**src/rtl/tl_pkg.sv**
```systemverilog
package tl_pkg;

   typedef enum logic [1:0] {
      PH_EWR_NSG = 2'd0,
      PH_EWR_NSY = 2'd1,
      PH_EWG_NSR = 2'd2,
      PH_EWY_NSR = 2'd3
   } phase_t;

   localparam int LAMP_W = 6;
   localparam int MAX_DIG = 8;
   localparam logic [LAMP_W-1:0] LAMPS_ALL_RED = 6'b100_100;

   // bit order {EW r, EW y, EW g, NS r, NS y, NS g}
   function automatic logic [LAMP_W-1:0] phase_lamps(input phase_t p);
      logic [LAMP_W-1:0] l;
      case (p)
         PH_EWR_NSG: l = 6'b100_001;
         PH_EWR_NSY: l = 6'b100_010;
         PH_EWG_NSR: l = 6'b001_100;
         default:    l = 6'b010_100;
      endcase
      return l;
   endfunction

   function automatic logic [31:0] int_to_bcd(input int value, input int ndig);
      logic [31:0] r;
      int v;
      r = '0;
      v = value;
      for (int i = 0; i < MAX_DIG; i++) begin
         if (i < ndig) begin
            r[4*i +: 4] = 4'(v % 10);
            v = v / 10;
         end
      end
      return r;
   endfunction

   function automatic int bcd_to_int(input logic [31:0] b, input int ndig);
      int r;
      int m;
      r = 0;
      m = 1;
      for (int i = 0; i < MAX_DIG; i++) begin
         if (i < ndig) begin
            r += int'(b[4*i +: 4]) * m;
            m *= 10;
         end
      end
      return r;
   endfunction

endpackage

```
**src/rtl/tl_bcd_down.sv**
```systemverilog
module tl_bcd_down
   import tl_pkg::*;
#(
   parameter int NDIG    = 2,
   parameter int RST_VAL = 45
) (
   input  logic              clk,
   input  logic              rst,
   input  logic              load,
   input  logic              dec,
   input  logic [4*NDIG-1:0] load_val,
   output logic [4*NDIG-1:0] count,
   output logic              is_one
);

   localparam int W = 4 * NDIG;
   localparam logic [31:0] RST_FULL = int_to_bcd(RST_VAL, NDIG);
   localparam logic [W-1:0] RST_BCD = RST_FULL[W-1:0];

   logic [W-1:0] cnt_q;
   logic [W-1:0] dec_val;
   logic [NDIG-1:0] borrow_in;

   generate
      for (genvar i = 0; i < NDIG; i++) begin : g_dig
         logic [3:0] d;
         assign d = cnt_q[4*i +: 4];
         if (i == 0) begin : g_lsd
            assign borrow_in[i] = 1'b1;
         end else begin : g_upper
            assign borrow_in[i] = (cnt_q[4*i-1:0] == '0);
         end
         assign dec_val[4*i +: 4] = !borrow_in[i] ? d :
                                    (d == 4'd0)   ? 4'd9 : d - 4'd1;

         AST_DIGIT_RANGE: assert property (@(posedge clk) disable iff (rst)
            cnt_q[4*i +: 4] <= 4'd9);
      end
   endgenerate

   always_ff @(posedge clk) begin
      if (rst)       cnt_q <= RST_BCD;
      else if (load) cnt_q <= load_val;
      else if (dec)  cnt_q <= dec_val;
   end

   assign count  = cnt_q;
   assign is_one = (cnt_q == W'(1));

   AST_DEC_STEP: assert property (@(posedge clk) disable iff (rst)
      ($past(dec) && !$past(load) && !$past(rst)) |->
      (bcd_to_int(32'(cnt_q), NDIG) == bcd_to_int(32'($past(cnt_q)), NDIG) - 1));

   AST_HOLD_IDLE: assert property (@(posedge clk) disable iff (rst)
      (!$past(dec) && !$past(load) && !$past(rst)) |-> (cnt_q == $past(cnt_q)));

endmodule

```
**src/rtl/tl_phase_seq.sv**
```systemverilog
module tl_phase_seq
   import tl_pkg::*;
#(
   parameter int NDIG    = 2,
   parameter int RED_SEC = 45,
   parameter int GRN_SEC = 40,
   parameter int YEL_SEC = 5
) (
   input  logic              clk,
   input  logic              rst,
   input  logic              tick,
   input  logic              emerg,
   input  logic              ew_one,
   input  logic              ns_one,
   output phase_t            phase,
   output logic              load,
   output logic              dec,
   output logic [4*NDIG-1:0] ew_ld,
   output logic [4*NDIG-1:0] ns_ld
);

   localparam int CW = 4 * NDIG;
   localparam logic [31:0] RED_F = int_to_bcd(RED_SEC, NDIG);
   localparam logic [31:0] GRN_F = int_to_bcd(GRN_SEC, NDIG);
   localparam logic [31:0] YEL_F = int_to_bcd(YEL_SEC, NDIG);
   localparam logic [CW-1:0] RED_B = RED_F[CW-1:0];
   localparam logic [CW-1:0] GRN_B = GRN_F[CW-1:0];
   localparam logic [CW-1:0] YEL_B = YEL_F[CW-1:0];

   phase_t ph_q;
   phase_t ph_nx;
   logic   adv;
   logic   expire;

   assign adv    = tick && !emerg;
   assign expire = (ph_q == PH_EWR_NSG || ph_q == PH_EWR_NSY) ? ns_one : ew_one;
   assign load   = adv && expire;
   assign dec    = adv && !expire;
   assign ph_nx  = phase_t'(2'(ph_q + 2'd1));

   always_comb begin
      case (ph_nx)
         PH_EWR_NSY, PH_EWY_NSR: begin
            ew_ld = YEL_B;
            ns_ld = YEL_B;
         end
         PH_EWG_NSR: begin
            ew_ld = GRN_B;
            ns_ld = RED_B;
         end
         default: begin
            ew_ld = RED_B;
            ns_ld = GRN_B;
         end
      endcase
   end

   always_ff @(posedge clk) begin
      if (rst)       ph_q <= PH_EWR_NSG;
      else if (load) ph_q <= ph_nx;
   end

   assign phase = ph_q;

   AST_PHASE_ORDER: assert property (@(posedge clk) disable iff (rst)
      $past(rst) || (ph_q == $past(ph_q)) ||
      (ph_q == phase_t'(2'($past(ph_q) + 2'd1))));

   AST_PHASE_NEEDS_TICK: assert property (@(posedge clk) disable iff (rst)
      (!$past(rst) && (ph_q != $past(ph_q))) |-> ($past(tick) && !$past(emerg)));

endmodule

```
**src/rtl/tl_crossing.sv**
```systemverilog
module tl_crossing
   import tl_pkg::*;
#(
   parameter int NDIG    = 2,
   parameter int RED_SEC = 45,
   parameter int GRN_SEC = 40,
   parameter int YEL_SEC = 5
) (
   input  logic              clk,
   input  logic              rst,
   input  logic              tick,
   input  logic              emerg,
   output logic [5:0]        lamps,
   output logic [4*NDIG-1:0] ew_count,
   output logic [4*NDIG-1:0] ns_count
);

   localparam int CW   = 4 * NDIG;
   localparam int NDIR = 2;

   if (NDIG < 1 || NDIG > MAX_DIG) begin : g_bad_ndig
      $error("tl_crossing: NDIG must be 1..8");
   end
   if (RED_SEC != GRN_SEC + YEL_SEC) begin : g_bad_sum
      $error("tl_crossing: red time must equal green plus yellow");
   end
   if (GRN_SEC < 1 || YEL_SEC < 1) begin : g_bad_min
      $error("tl_crossing: green and yellow must be at least one second");
   end
   if (RED_SEC >= 10 ** NDIG) begin : g_bad_fit
      $error("tl_crossing: red time does not fit the digit count");
   end

   phase_t          phase;
   logic            load;
   logic            dec;
   logic [CW-1:0]   ld_val [NDIR];
   logic [CW-1:0]   cnt    [NDIR];
   logic [NDIR-1:0] one;

   tl_phase_seq #(
      .NDIG(NDIG), .RED_SEC(RED_SEC), .GRN_SEC(GRN_SEC), .YEL_SEC(YEL_SEC)
   ) u_seq (
      .clk(clk), .rst(rst), .tick(tick), .emerg(emerg),
      .ew_one(one[0]), .ns_one(one[1]),
      .phase(phase), .load(load), .dec(dec),
      .ew_ld(ld_val[0]), .ns_ld(ld_val[1])
   );

   // direction 0 = east-west (starts red), 1 = north-south (starts green)
   generate
      for (genvar d = 0; d < NDIR; d++) begin : g_dir
         tl_bcd_down #(
            .NDIG(NDIG), .RST_VAL((d == 0) ? RED_SEC : GRN_SEC)
         ) u_cnt (
            .clk(clk), .rst(rst), .load(load), .dec(dec),
            .load_val(ld_val[d]), .count(cnt[d]), .is_one(one[d])
         );
      end
   endgenerate

   assign ew_count = cnt[0];
   assign ns_count = cnt[1];
   assign lamps    = emerg ? LAMPS_ALL_RED : phase_lamps(phase);

   AST_ONE_LAMP_EW: assert property (@(posedge clk) disable iff (rst)
      $countones(lamps[5:3]) == 1);
   AST_ONE_LAMP_NS: assert property (@(posedge clk) disable iff (rst)
      $countones(lamps[2:0]) == 1);
   AST_NO_DUAL_GREEN: assert property (@(posedge clk) disable iff (rst)
      !(lamps[3] && lamps[0]));
   AST_EW_GREEN_TO_YELLOW: assert property (@(posedge clk) disable iff (rst)
      (!$past(rst) && !emerg && !$past(emerg) && $past(lamps[3]) && !lamps[3]) |-> lamps[4]);
   AST_NS_GREEN_TO_YELLOW: assert property (@(posedge clk) disable iff (rst)
      (!$past(rst) && !emerg && !$past(emerg) && $past(lamps[0]) && !lamps[0]) |-> lamps[1]);
   AST_RED_SUM_NSG: assert property (@(posedge clk) disable iff (rst)
      (phase == PH_EWR_NSG) |->
      (bcd_to_int(32'(cnt[0]), NDIG) == bcd_to_int(32'(cnt[1]), NDIG) + YEL_SEC));
   AST_RED_SUM_EWG: assert property (@(posedge clk) disable iff (rst)
      (phase == PH_EWG_NSR) |->
      (bcd_to_int(32'(cnt[1]), NDIG) == bcd_to_int(32'(cnt[0]), NDIG) + YEL_SEC));
   AST_RED_SUM_YEL: assert property (@(posedge clk) disable iff (rst)
      (phase == PH_EWR_NSY || phase == PH_EWY_NSR) |-> (cnt[0] == cnt[1]));
   AST_EMERG_FREEZE: assert property (@(posedge clk) disable iff (rst)
      ($past(emerg) && !$past(rst)) |->
      (cnt[0] == $past(cnt[0]) && cnt[1] == $past(cnt[1]) && phase == $past(phase)));

endmodule

```
**config.mk**
```make
export PLATFORM = sky130hd
export DESIGN_NAME = tl_crossing
export DESIGN_NICKNAME = d
export VERILOG_FILES = /design/src/rtl/tl_pkg.sv /design/src/rtl/tl_bcd_down.sv /design/src/rtl/tl_phase_seq.sv /design/src/rtl/tl_crossing.sv
export SDC_FILE = /design/constraint.sdc
export NUM_CORES = 1
export LEC_CHECK = 0
export BUFFER_PORTS_ARGS = -buffer_cell sky130_fd_sc_hd__buf_2
export CAP_MARGIN = 10
export CORE_MARGIN = 8
export CORE_UTILIZATION = 35
export CTS_CLUSTER_DIAMETER = 80
export CTS_CLUSTER_SIZE = 14
export DETAILED_ROUTE_END_ITERATION = 6
export GPL_TIMING_DRIVEN = 0
export PLACE_DENSITY_LB_ADDON = 0.25
export SLEW_MARGIN = 25
export SYNTH_ARGS = -nofsm -noshare
export SYNTH_HDL_FRONTEND = slang
export SYNTH_SLANG_ARGS = --single-unit
```
**constraint.sdc**
```tcl
create_clock -name clk -period 2.45 [get_ports clk]
set_input_delay 0.245 -clock clk [delete_from_list [all_inputs] [get_ports clk]]
set_output_delay 0.245 -clock clk [all_outputs]
set_load 0.01 [all_outputs]
```
==> results.yml, run 1 <==
global_routing:
  grt_use_total_pct: 11.7
  grt_pass1_wl_mm: 5.90
  grt_max_degree: 11
  antenna_found_initial: 0
  grt_pass1_vias: 1170
  grt_overflow: 0
route:
  vias: 1326
  first_pass_iters: 4
  drtIter0Drc: 39
  wl_per_cell_um: 14.8
  avgViaCountPerCell: 5.46
  drc: 0
  ant_nets: 0
  drt-total-wl_mm: 3.59
cts:
  cts_resized: 0
  clkLatencyLatePin_ps: 260
  cts_buffer_depth: 2
  htreeDepth: 1
  cts.sinks: 18
  cts-root-buf: "clkbuf_8"
  cts_setup_buffers: 0
  cts_tree: "done"
  path_clk_slew_ps: 80
  holdBufCountCts: 0
  numCtsBuffers: 3
sta:
  setup_tns_ps: 0
  hold_slack_ps: 235
  setup_viol: 0
  fin_crit_ps: 2090
  rsz0062_at_grt: "false"
  drv_slew: 0
  fin_crit_sh_pct: 85.2
  finalHoldViolations: 0
  slew_headroom_pct: 60.7
  skew_ps: 6.31
  fmax_mhz: 479
  worstMarginPinSlew_ps: 590
worst_setup_path:
  critPathSlowestCell: "dfxtp_1"
  cp_top_family: "simple AND/OR/NAND/NOR gates"
  crit_arrival_ps: 2250
  end_kind: "register"
  critPathLaunchType: "register"
  critPathMaxStageDelay_ps: 440
  crit_type: "register to register"
  path_max_fanout: 8
  cp_num_buf_inv: 2
  timing.critical_path.cells: "inv_1, ha_1, or2_4, and4_4, buf_6, or3_1, a31o_1"
  crit_required_ps: 2610
synth:
  synth_fa_ha_area_share_pct: 9.30
  syn_nets: 181
  synth-simple-area-share_pct: 32.9
  synthMuxAreaShare_pct: 1.58
  yosys.area_share.xor_xnor_pct: 0
  synth_area_sq_um: 1350
  synth_edf_count: 0
  yosysSeqAreaShare_pct: 26.8
  netlist_instances: 167
  ys.warnings.count: 0
  synth_ff_type: "dfxtp_1"
  ys_types: 50
  ys_ff_latch: 18
  synth-compound-area-share_pct: 21.4
  synth_top_family_by_area: "simple AND/OR/NAND/NOR gates"
  async_reset_ff_share_pct: 0
  syn_area_per_cell_sq_um: 8.05
status:
  run_status: "finished clean"
power_and_ir_drop:
  ir_drop_mv: 0.268
  finalPower_uw: 684
  p_comb_share_pct: 20.6
  seqPwrFrac_pct: 47.9
  pwr_density_cell_nw_per_um2: 435
  power.internal_uw: 477
  p_leak_nw: 0.642
  clkPwrFrac_pct: 31.4
  p_sw_share_pct: 30.3
  power_switching_uw: 208
floorplan:
  fp-row-count: 22
  die_w_um: 78.0
  core_area_sq_um: 3690
  pin_count: 26
  start_util_pct: 36.5
  dieArea_sq_um: 6080
  die_h_um: 78.0
placed_design:
  port_buffers: 25
  gp_congestion: 0.838
  place_hpwl_mm: 2.64
layout:
  area_growth_pct: 16.8
  antenna_cells: 0
  nets: 211
  drive_gt1_share_pct: 24.1
run:
  cap_violations: 0
worst_hold_path:
  hold_class: "input pin to register"
power groups by stage:
| stage | Clock [mW] | Sequential, mW | Combinational (mW) |
|---|---|---|---|
| after global routing | 0.233 | 0.331 | 0.158 |
| final | 0.215 | 0.328 | 0.141 |
| after CTS | 0.222 | 0.328 | 0.142 |
| after detailed placement | 0 | 0.335 | 0.141 |
| after global placement | 0 | 0.335 | 0.141 |
| after floorplan | 0 | 0.337 | 0.0922 |
state kept, by name, summed over array words and instances, names as in the netlist:
signal             cells
g_dir.u_cnt.count     16
u_seq.phase            2
worst register-to-register path, cell delays in order (launching register included):
cell and delay, ps:
dfxtp_1 440, inv_1 130, ha_1 280, or2_4 280, and4_4 150, buf_6 130
or3_1 360, a31o_1 210
cells by family (layout without fill, tap and decap cells):
| kind of cell | after synthesis | count (layout) |
|---|---|---|
| AOI/OAI and AO/OA | 42 | 42 |
| muxes | 2 | 2 |
| and+or+nand+nor | 71 | 71 |
| DFF | 18 | 18 |
| adders and majority gates | 10 | 10 |
| buffers and inverters | 24 | 52 |
cells in the mapped netlist, types with 2 or more instances:
| cell | instances | area (sq um) |
|---|---|---|
| nor3b_1 | 4 | 30.0 |
| nor3_1 | 7 | 35.0 |
| nand3_1 | 2 | 10.0 |
| ha_1 | 10 | 125 |
| nor2b_1 | 8 | 50.1 |
| nand4_1 | 9 | 56.3 |
| clkbuf_1 | 3 | 11.3 |
| nor2_1 | 10 | 37.5 |
| or3b_1 | 2 | 17.5 |
| or3_1 | 4 | 25.0 |
| inv_1 | 14 | 52.6 |
| a31oi_1 | 2 | 12.5 |
| a21oi_1 | 12 | 60.1 |
| nand2_1 | 6 | 22.5 |
| nor3_2 | 4 | 40.0 |
| o21ai_0 | 5 | 25.0 |
| buf_2 | 5 | 25.0 |
| o211ai_1 | 9 | 67.6 |
| dfxtp_1 | 18 | 360 |
| nor4_1 | 3 | 18.8 |
layout make-up:
class                      count  area [sq um]
sequential                    18           360
tap                           48          60.1
timing repair buffer          25           125
buffer                        10          55.1
inverter                      14          52.6
multi-input combinational    125           877
fill                         401          2120
clock buffer                   3          41.3
layout by cell type, fill, tap and decap left out, types with 2 or more instances in the layout:
master and count:
buf_2 30, dfxtp_1 18, inv_1 14, a21oi_1 12
nor2_1 10, ha_1 10, nand4_1 9, o211ai_1 9
nor2b_1 8, nor3_1 7, nand2_1 6, o21ai_0 5
or3_1 4, nor3_2 4, nor3b_1 4, clkbuf_1 3
nor4_1 3, clkbuf_8 3, or3b_1 2, nand3_1 2
a31oi_1 2
through the flow:
step | instances | utilization [%] | setup WS, ps | cell area, sq um
after global placement | 240 | 41.5 | 366 | 1530
after global routing | 243 | 42.6 | 261 | 1570
after detailed placement | 240 | 41.5 | 375 | 1530
after floorplan | 167 | - | 467 | 1350
after CTS | 243 | 42.6 | 360 | 1570
final | 243 | 42.6 | 363 | 1570
layer usage:
| layer | part of all wire, % | global-route usage (%) | up-vias |
|---|---|---|---|
| li1 | - | - | 677 |
| met5 | 0 | 0 | - |
| met3 | 4.8 | 1.73 | 4 |
| met4 | 1.3 | 3.89 | 0 |
| met2 | 46 | 18.4 | 27 |
| met1 | 48 | 15.9 | 618 |
worst paths after layout:
| kind | cells after the start | start | slack, ps | endpoint |
|---|---|---|---|---|
| max | 7 | u_seq.phase[0]$_SDFFE_PP0P_ | 360 | g_dir[0].u_cnt.count[2]$_SDFFE_PP1P_ |
| min | 2 | rst | 240 | g_dir[1].u_cnt.count[0]$_SDFFE_PP0P_ |
| max reg2reg | 7 | u_seq.phase[0]$_SDFFE_PP0P_ | 360 | g_dir[0].u_cnt.count[2]$_SDFFE_PP1P_ |
| min reg2reg | 2 | g_dir[1].u_cnt.count[5]$_SDFFE_PP0P_ | 510 | g_dir[1].u_cnt.count[5]$_SDFFE_PP0P_ |
No activity file was read; power rests on OpenSTA's default activity.
==> run 2, diff against run 1 <==
--- a/config.mk
+++ b/config.mk
@@ -14,7 +14,9 @@
 export DETAILED_ROUTE_END_ITERATION = 6
 export GPL_TIMING_DRIVEN = 0
 export PLACE_DENSITY_LB_ADDON = 0.25
+export REMOVE_ABC_BUFFERS = 1
 export SLEW_MARGIN = 25
 export SYNTH_ARGS = -nofsm -noshare
 export SYNTH_HDL_FRONTEND = slang
 export SYNTH_SLANG_ARGS = --single-unit
+export TNS_END_PERCENT = 10
==> run 2 against run 1 <==
Fmax is 7.1% lower. Clock power increased by 17%. Count of clock-buffer cells in the layout grew 1. Critical path type unchanged. Largest cell class unchanged.
==> results.yml, run 2 (same netlist as run 1, synthesis figures left out) <==
placed_design:
  dp_cells: 230
  gp_congestion: 0.841
  place_ws_ps: 55.9
  placed_area_sq_um: 1480
  port_buffers: 25
  place_hpwl_mm: 2.51
layout:
  n_fill_cell: 405
  multi_input_area_sq_um: 883
  layout_commonest_cell: "buf_2"
  fin_area_sq_um: 1540
  nets: 201
  fin_util_pct: 41.7
  area_growth_pct: 14.2
  antenna_cells: 0
  largest_reg_flops: 16
  seqCellArea_sq_um: 360
  drive_gt1_share_pct: 23.1
  fin_cells: 234
  layout_common_cells: "buf_2, dfxtp_1, inv_1, a21oi_1"
worst_setup_path:
  crit_type: "register to register"
  crit_required_ps: 2580
  r2r_cells: 6
  path_max_fanout: 11
  critPathSlowestCell: "a21oi_2"
  end_kind: "register"
  r2r_end: "g_dir[1].u_cnt.count[6]$_SDFFE_PP1P_"
  timing.critical_path.cells: "inv_1, ha_1, nor2_1, nand4_1, a21oi_2, o211ai_1"
  critPathLaunchType: "register"
  r2r_slack_ps: 200
  timing.rr.start: "u_seq.phase[0]$_SDFFE_PP0P_"
  critPathMaxStageDelay_ps: 500
  crit_arrival_ps: 2380
floorplan:
  core_area_sq_um: 3690
  fp-row-count: 22
  dieArea_sq_um: 6080
  die_h_um: 78.0
  die_w_um: 78.0
  start_util_pct: 36.5
  pin_count: 26
sta:
  drv_slew: 0
  hold_slack_ps: 367
  layout_setup_ws_ps: 203
  setup_viol: 0
  worstMarginPinSlew_ps: 802
  fin_crit_ps: 2250
  fin_crit_sh_pct: 91.7
  finalHoldViolations: 0
  skew_ps: 1.53
  fmax_mhz: 445
  slew_headroom_pct: 46.5
  setup_tns_ps: 0
  rsz0062_at_grt: "false"
global_routing:
  grt_pass1_wl_mm: 5.75
  grt_overflow: 0
  grt_use_total_pct: 11.1
  grt_pass1_vias: 1273
  antenna_found_initial: 0
  grt_max_degree: 21
status:
  run_status: "finished clean"
power_and_ir_drop:
  p_sw_share_pct: 29.3
  power.internal_uw: 506
  seqPwrFrac_pct: 45.8
  power_switching_uw: 210
  p_comb_share_pct: 19.1
  finalPower_uw: 717
  ir_drop_mv: 0.224
  clkPwrFrac_pct: 35.1
  p_leak_nw: 0.618
  pwr_density_cell_nw_per_um2: 466
route:
  wl_per_cell_um: 14.9
  drtIter0Drc: 79
  ant_nets: 0
  first_pass_iters: 4
  drc: 0
  drt-total-wl_mm: 3.50
  vias: 1329
  avgViaCountPerCell: 5.68
worst_hold_path:
  hold_end: "g_dir[1].u_cnt.count[2]$_SDFFE_PP0P_"
  holdCritStartpoint: "rst"
  min_path_cells: 2
  hold_class: "input pin to register"
cts:
  cts_tree: "done"
  cts-root-buf: "clkbuf_8"
  clkLatencyLatePin_ps: 250
  path_clk_slew_ps: 70
  numCtsBuffers: 3
  cts.sinks: 18
  cts_buffer_depth: 2
  htreeDepth: 1
run:
  cap_violations: 0
## run 2: worst max-delay path: cells and delay by family, from the launching register on
| family | cells | cell delay (ps) |
|---|---|---|
| buf+inv | 1 | 140 |
| flops | 1 | 450 |
| fa+ha+maj | 1 | 270 |
| compound gates | 2 | 640 |
| simple gates | 2 | 630 |
## run 2: worst max-delay path by stage
stage | start | endpoint | slack (ps) | cells past startpoint
detailed placement | u_seq.phase[0]$_SDFFE_PP0P_ | g_dir[1].u_cnt.count[6]$_SDFFE_PP1P_ | 60 | 6
global route | u_seq.phase[0]$_SDFFE_PP0P_ | g_dir[1].u_cnt.count[6]$_SDFFE_PP1P_ | 30 | 6
global placement | u_seq.phase[0]$_SDFFE_PP0P_ | g_dir[1].u_cnt.count[6]$_SDFFE_PP1P_ | 100 | 6
finish | u_seq.phase[0]$_SDFFE_PP0P_ | g_dir[1].u_cnt.count[6]$_SDFFE_PP1P_ | 200 | 6
floorplan | g_dir[0].u_cnt.count[0]$_SDFFE_PP1P_ | g_dir[0].u_cnt.count[6]$_SDFFE_PP1P_ | 480 | 6
CTS | u_seq.phase[0]$_SDFFE_PP0P_ | g_dir[1].u_cnt.count[6]$_SDFFE_PP1P_ | 50 | 6
## run 2: area by class of cell
class,instances,share of cell area [%]
flip-flops and latches,18,23.5
clock buffers,4,3.58
well taps,48,3.91
multi-input cells,125,57.5
repair buffers,25,8.14
inverters,14,3.42
## run 2: routing by layer
| metal | vias to the layer above | wire (um) | GRT usage (%) |
|---|---|---|---|
| met5 | - | 0 | 0 |
| met4 | 0 | 56 | 4.44 |
| met3 | 6 | 209 | 2.65 |
| met2 | 36 | 1510 | 18.2 |
| met1 | 629 | 1720 | 13.7 |
| li1 | 658 | - | - |
## run 2: power by group through the flow
stage                     clock network, mW  registers, mW  logic [mW]
after detailed placement                  0          0.335       0.136
final                                 0.252          0.328       0.137
after floorplan                           0          0.337      0.0858
after CTS                             0.258          0.328       0.137
after global routing                  0.267          0.332       0.152
after global placement                    0          0.334       0.133
## run 2: repair_timing
action	4_1_cts	5_1_grt
buffers inserted	0	0
setup endpoints to repair	0	5
hold buffers	0	0
resized for setup	0	1
hold endpoints to repair	0	0
==> run 3, diff against run 2 <==
--- a/config.mk
+++ b/config.mk
@@ -8,7 +8,7 @@
 export BUFFER_PORTS_ARGS = -buffer_cell sky130_fd_sc_hd__buf_2
 export CAP_MARGIN = 10
 export CORE_MARGIN = 8
-export CORE_UTILIZATION = 35
+export CORE_UTILIZATION = 30
 export CTS_CLUSTER_DIAMETER = 80
 export CTS_CLUSTER_SIZE = 14
 export DETAILED_ROUTE_END_ITERATION = 6
==> run 3 against run 2 <==
Critical path depth is the same. Clock power decreased by 17%. Cell count rose by 1.3%. Via count decreased by 1.7%. Worst hold slack better by 7.9 ps. Clock skew hardly changed. Register-to-register slack worse by 80 ps. Die area is 13% higher. Cell area fell by 0.57%. Sequential share of layout area up 0.13 points. Highest routed layer unchanged.
==> results.yml, run 3 (same netlist as run 1, synthesis figures left out) <==
sta:
  drv_slew: 0
  fin_crit_sh_pct: 94.9
  setup_viol: 0
  rsz0062_at_grt: "false"
  finalHoldViolations: 0
  fin_crit_ps: 2320
  slew_headroom_pct: 47.0
  skew_ps: 1.27
  setup_tns_ps: 0
  fmax_mhz: 430
  worstMarginPinSlew_ps: 796
route:
  drc: 0
  vias: 1306
  drtIter0Drc: 100
  highest_layer: "met4"
  met3_wirelength_um: 229
  drt-met1-wl_mm: 1.79
  avgViaCountPerCell: 5.51
  drt-total-wl_mm: 3.57
  first_pass_iters: 4
  met2_wirelength_mm: 1.52
  wl_per_cell_um: 15.1
  ant_nets: 0
cts:
  cts-root-buf: "clkbuf_8"
  cts_tree: "done"
  htreeDepth: 1
  clkLatencyLatePin_ps: 250
  cts_setup_buffers: 0
  numCtsBuffers: 3
  path_clk_slew_ps: 70
  cts.sinks: 18
  cts_buffer_depth: 2
power_and_ir_drop:
  power_switching_uw: 202
  p_leak_nw: 0.611
  p_sw_share_pct: 29.9
  p_comb_share_pct: 20.2
  seqPwrFrac_pct: 48.8
  pwr_density_cell_nw_per_um2: 441
  power.internal_uw: 473
  clkPwrFrac_pct: 31.1
  ir_drop_mv: 0.284
placed_design:
  place_hpwl_mm: 2.52
  port_buffers: 25
  placed_area_sq_um: 1480
  gp_congestion: 0.804
floorplan:
  die_w_um: 83.0
  core_area_sq_um: 4320
  dieArea_sq_um: 6880
  die_h_um: 83.0
  pin_count: 26
  fp-row-count: 24
  start_util_pct: 31.1
worst_setup_path:
  end_kind: "register"
  critPathLaunchType: "register"
  critPathSlowestCell: "a21oi_2"
  crit_type: "register to register"
  path_max_fanout: 11
  critPathMaxStageDelay_ps: 520
  crit_arrival_ps: 2440
  timing.critical_path.cells: "inv_1, ha_1, nor2_1, nand4_1, a21oi_2, o211ai_1"
  crit_required_ps: 2570
layout:
  nets: 201
  antenna_cells: 0
  drive_gt1_share_pct: 22.7
  layout_common_cells: "buf_2, dfxtp_1, inv_1, a21oi_1"
  largest_reg_flops: 16
  layout_commonest_cell: "buf_2"
  fin_area_sq_um: 1530
  area_growth_pct: 13.6
global_routing:
  grt_pass1_wl_mm: 5.97
  grt_max_degree: 21
  grt_use_total_pct: 10.1
  grt_overflow: 0
  antenna_found_initial: 0
  grt_pass1_vias: 1201
status:
  run_status: "finished clean"
worst_hold_path:
  hold_class: "input pin to register"
run:
  cap_violations: 0
-- run 3: changes by cell type in the layout (fill, tap and decap cells not counted), sizes merged --
cell    previous run  this run
clkbuf             4         3
-- run 3: worst max-delay path: cells and delay by family (launching register included) --
family,cells,cell delay [ps]
fa+ha+maj,1,280
simple gates,2,650
flops,1,450
buf+inv,1,130
compound gates,2,690
-- run 3: repair_timing --
action / CTS / global route
resized for setup: 0 / 1
endpoints found under the setup margin: 0 / 5
hold buffers: 0 / 0
-- run 3: stage by stage --
stage          setup slack [ps]  power [mW]  cells  hold slack [ps]  utilization (%)
2_1_floorplan               483       0.423    157              314                -
3_3_place_gp               2.85       0.471    234              506             34.2
3_5_place_dp               15.6       0.471    234              509             34.3
4_1_cts                    6.69       0.685    237              369             35.2
5_1_grt                    5.59       0.715    237              383             35.3
6_report                    125       0.674    237              375             35.3
-- run 3: power by group through the flow --
| stage | combinational [mW] | sequential [mW] | clock (mW) |
|---|---|---|---|
| after floorplan | 0.0858 | 0.337 | 0 |
| after global routing | 0.152 | 0.332 | 0.231 |
| after CTS | 0.137 | 0.329 | 0.219 |
| after global placement | 0.135 | 0.336 | 0 |
| after detailed placement | 0.135 | 0.336 | 0 |
| final | 0.136 | 0.329 | 0.209 |
-- run 3: final timing paths --
path / cells after the start / slack (ps) / start / endpoint
worst max-delay path: 6 / 130 / u_seq.phase[0]$_SDFFE_PP0P_ / g_dir[1].u_cnt.count[6]$_SDFFE_PP1P_
worst min-delay path: 2 / 370 / rst / g_dir[1].u_cnt.count[1]$_SDFFE_PP0P_
worst max register to register: 6 / 130 / u_seq.phase[0]$_SDFFE_PP0P_ / g_dir[1].u_cnt.count[6]$_SDFFE_PP1P_
worst min register to register: 2 / 530 / g_dir[1].u_cnt.count[5]$_SDFFE_PP0P_ / g_dir[1].u_cnt.count[5]$_SDFFE_PP0P_
-- run 3: routing by layer --
layer,GRT usage (%),up-vias
met2,15.2,36
met1,13.4,615
met3,2.05,2
li1,-,653
met5,0,-
met4,3.99,0
-- run 3: area by class of cell --
type	count	area, sq um
Inverter	14	52.6
Multi-Input combinational cell	125	883
Sequential cell	18	360
Clock buffer	3	41.3
Tap cell	52	65.1
Fill cell	490	2800
Timing Repair Buffer	25	125
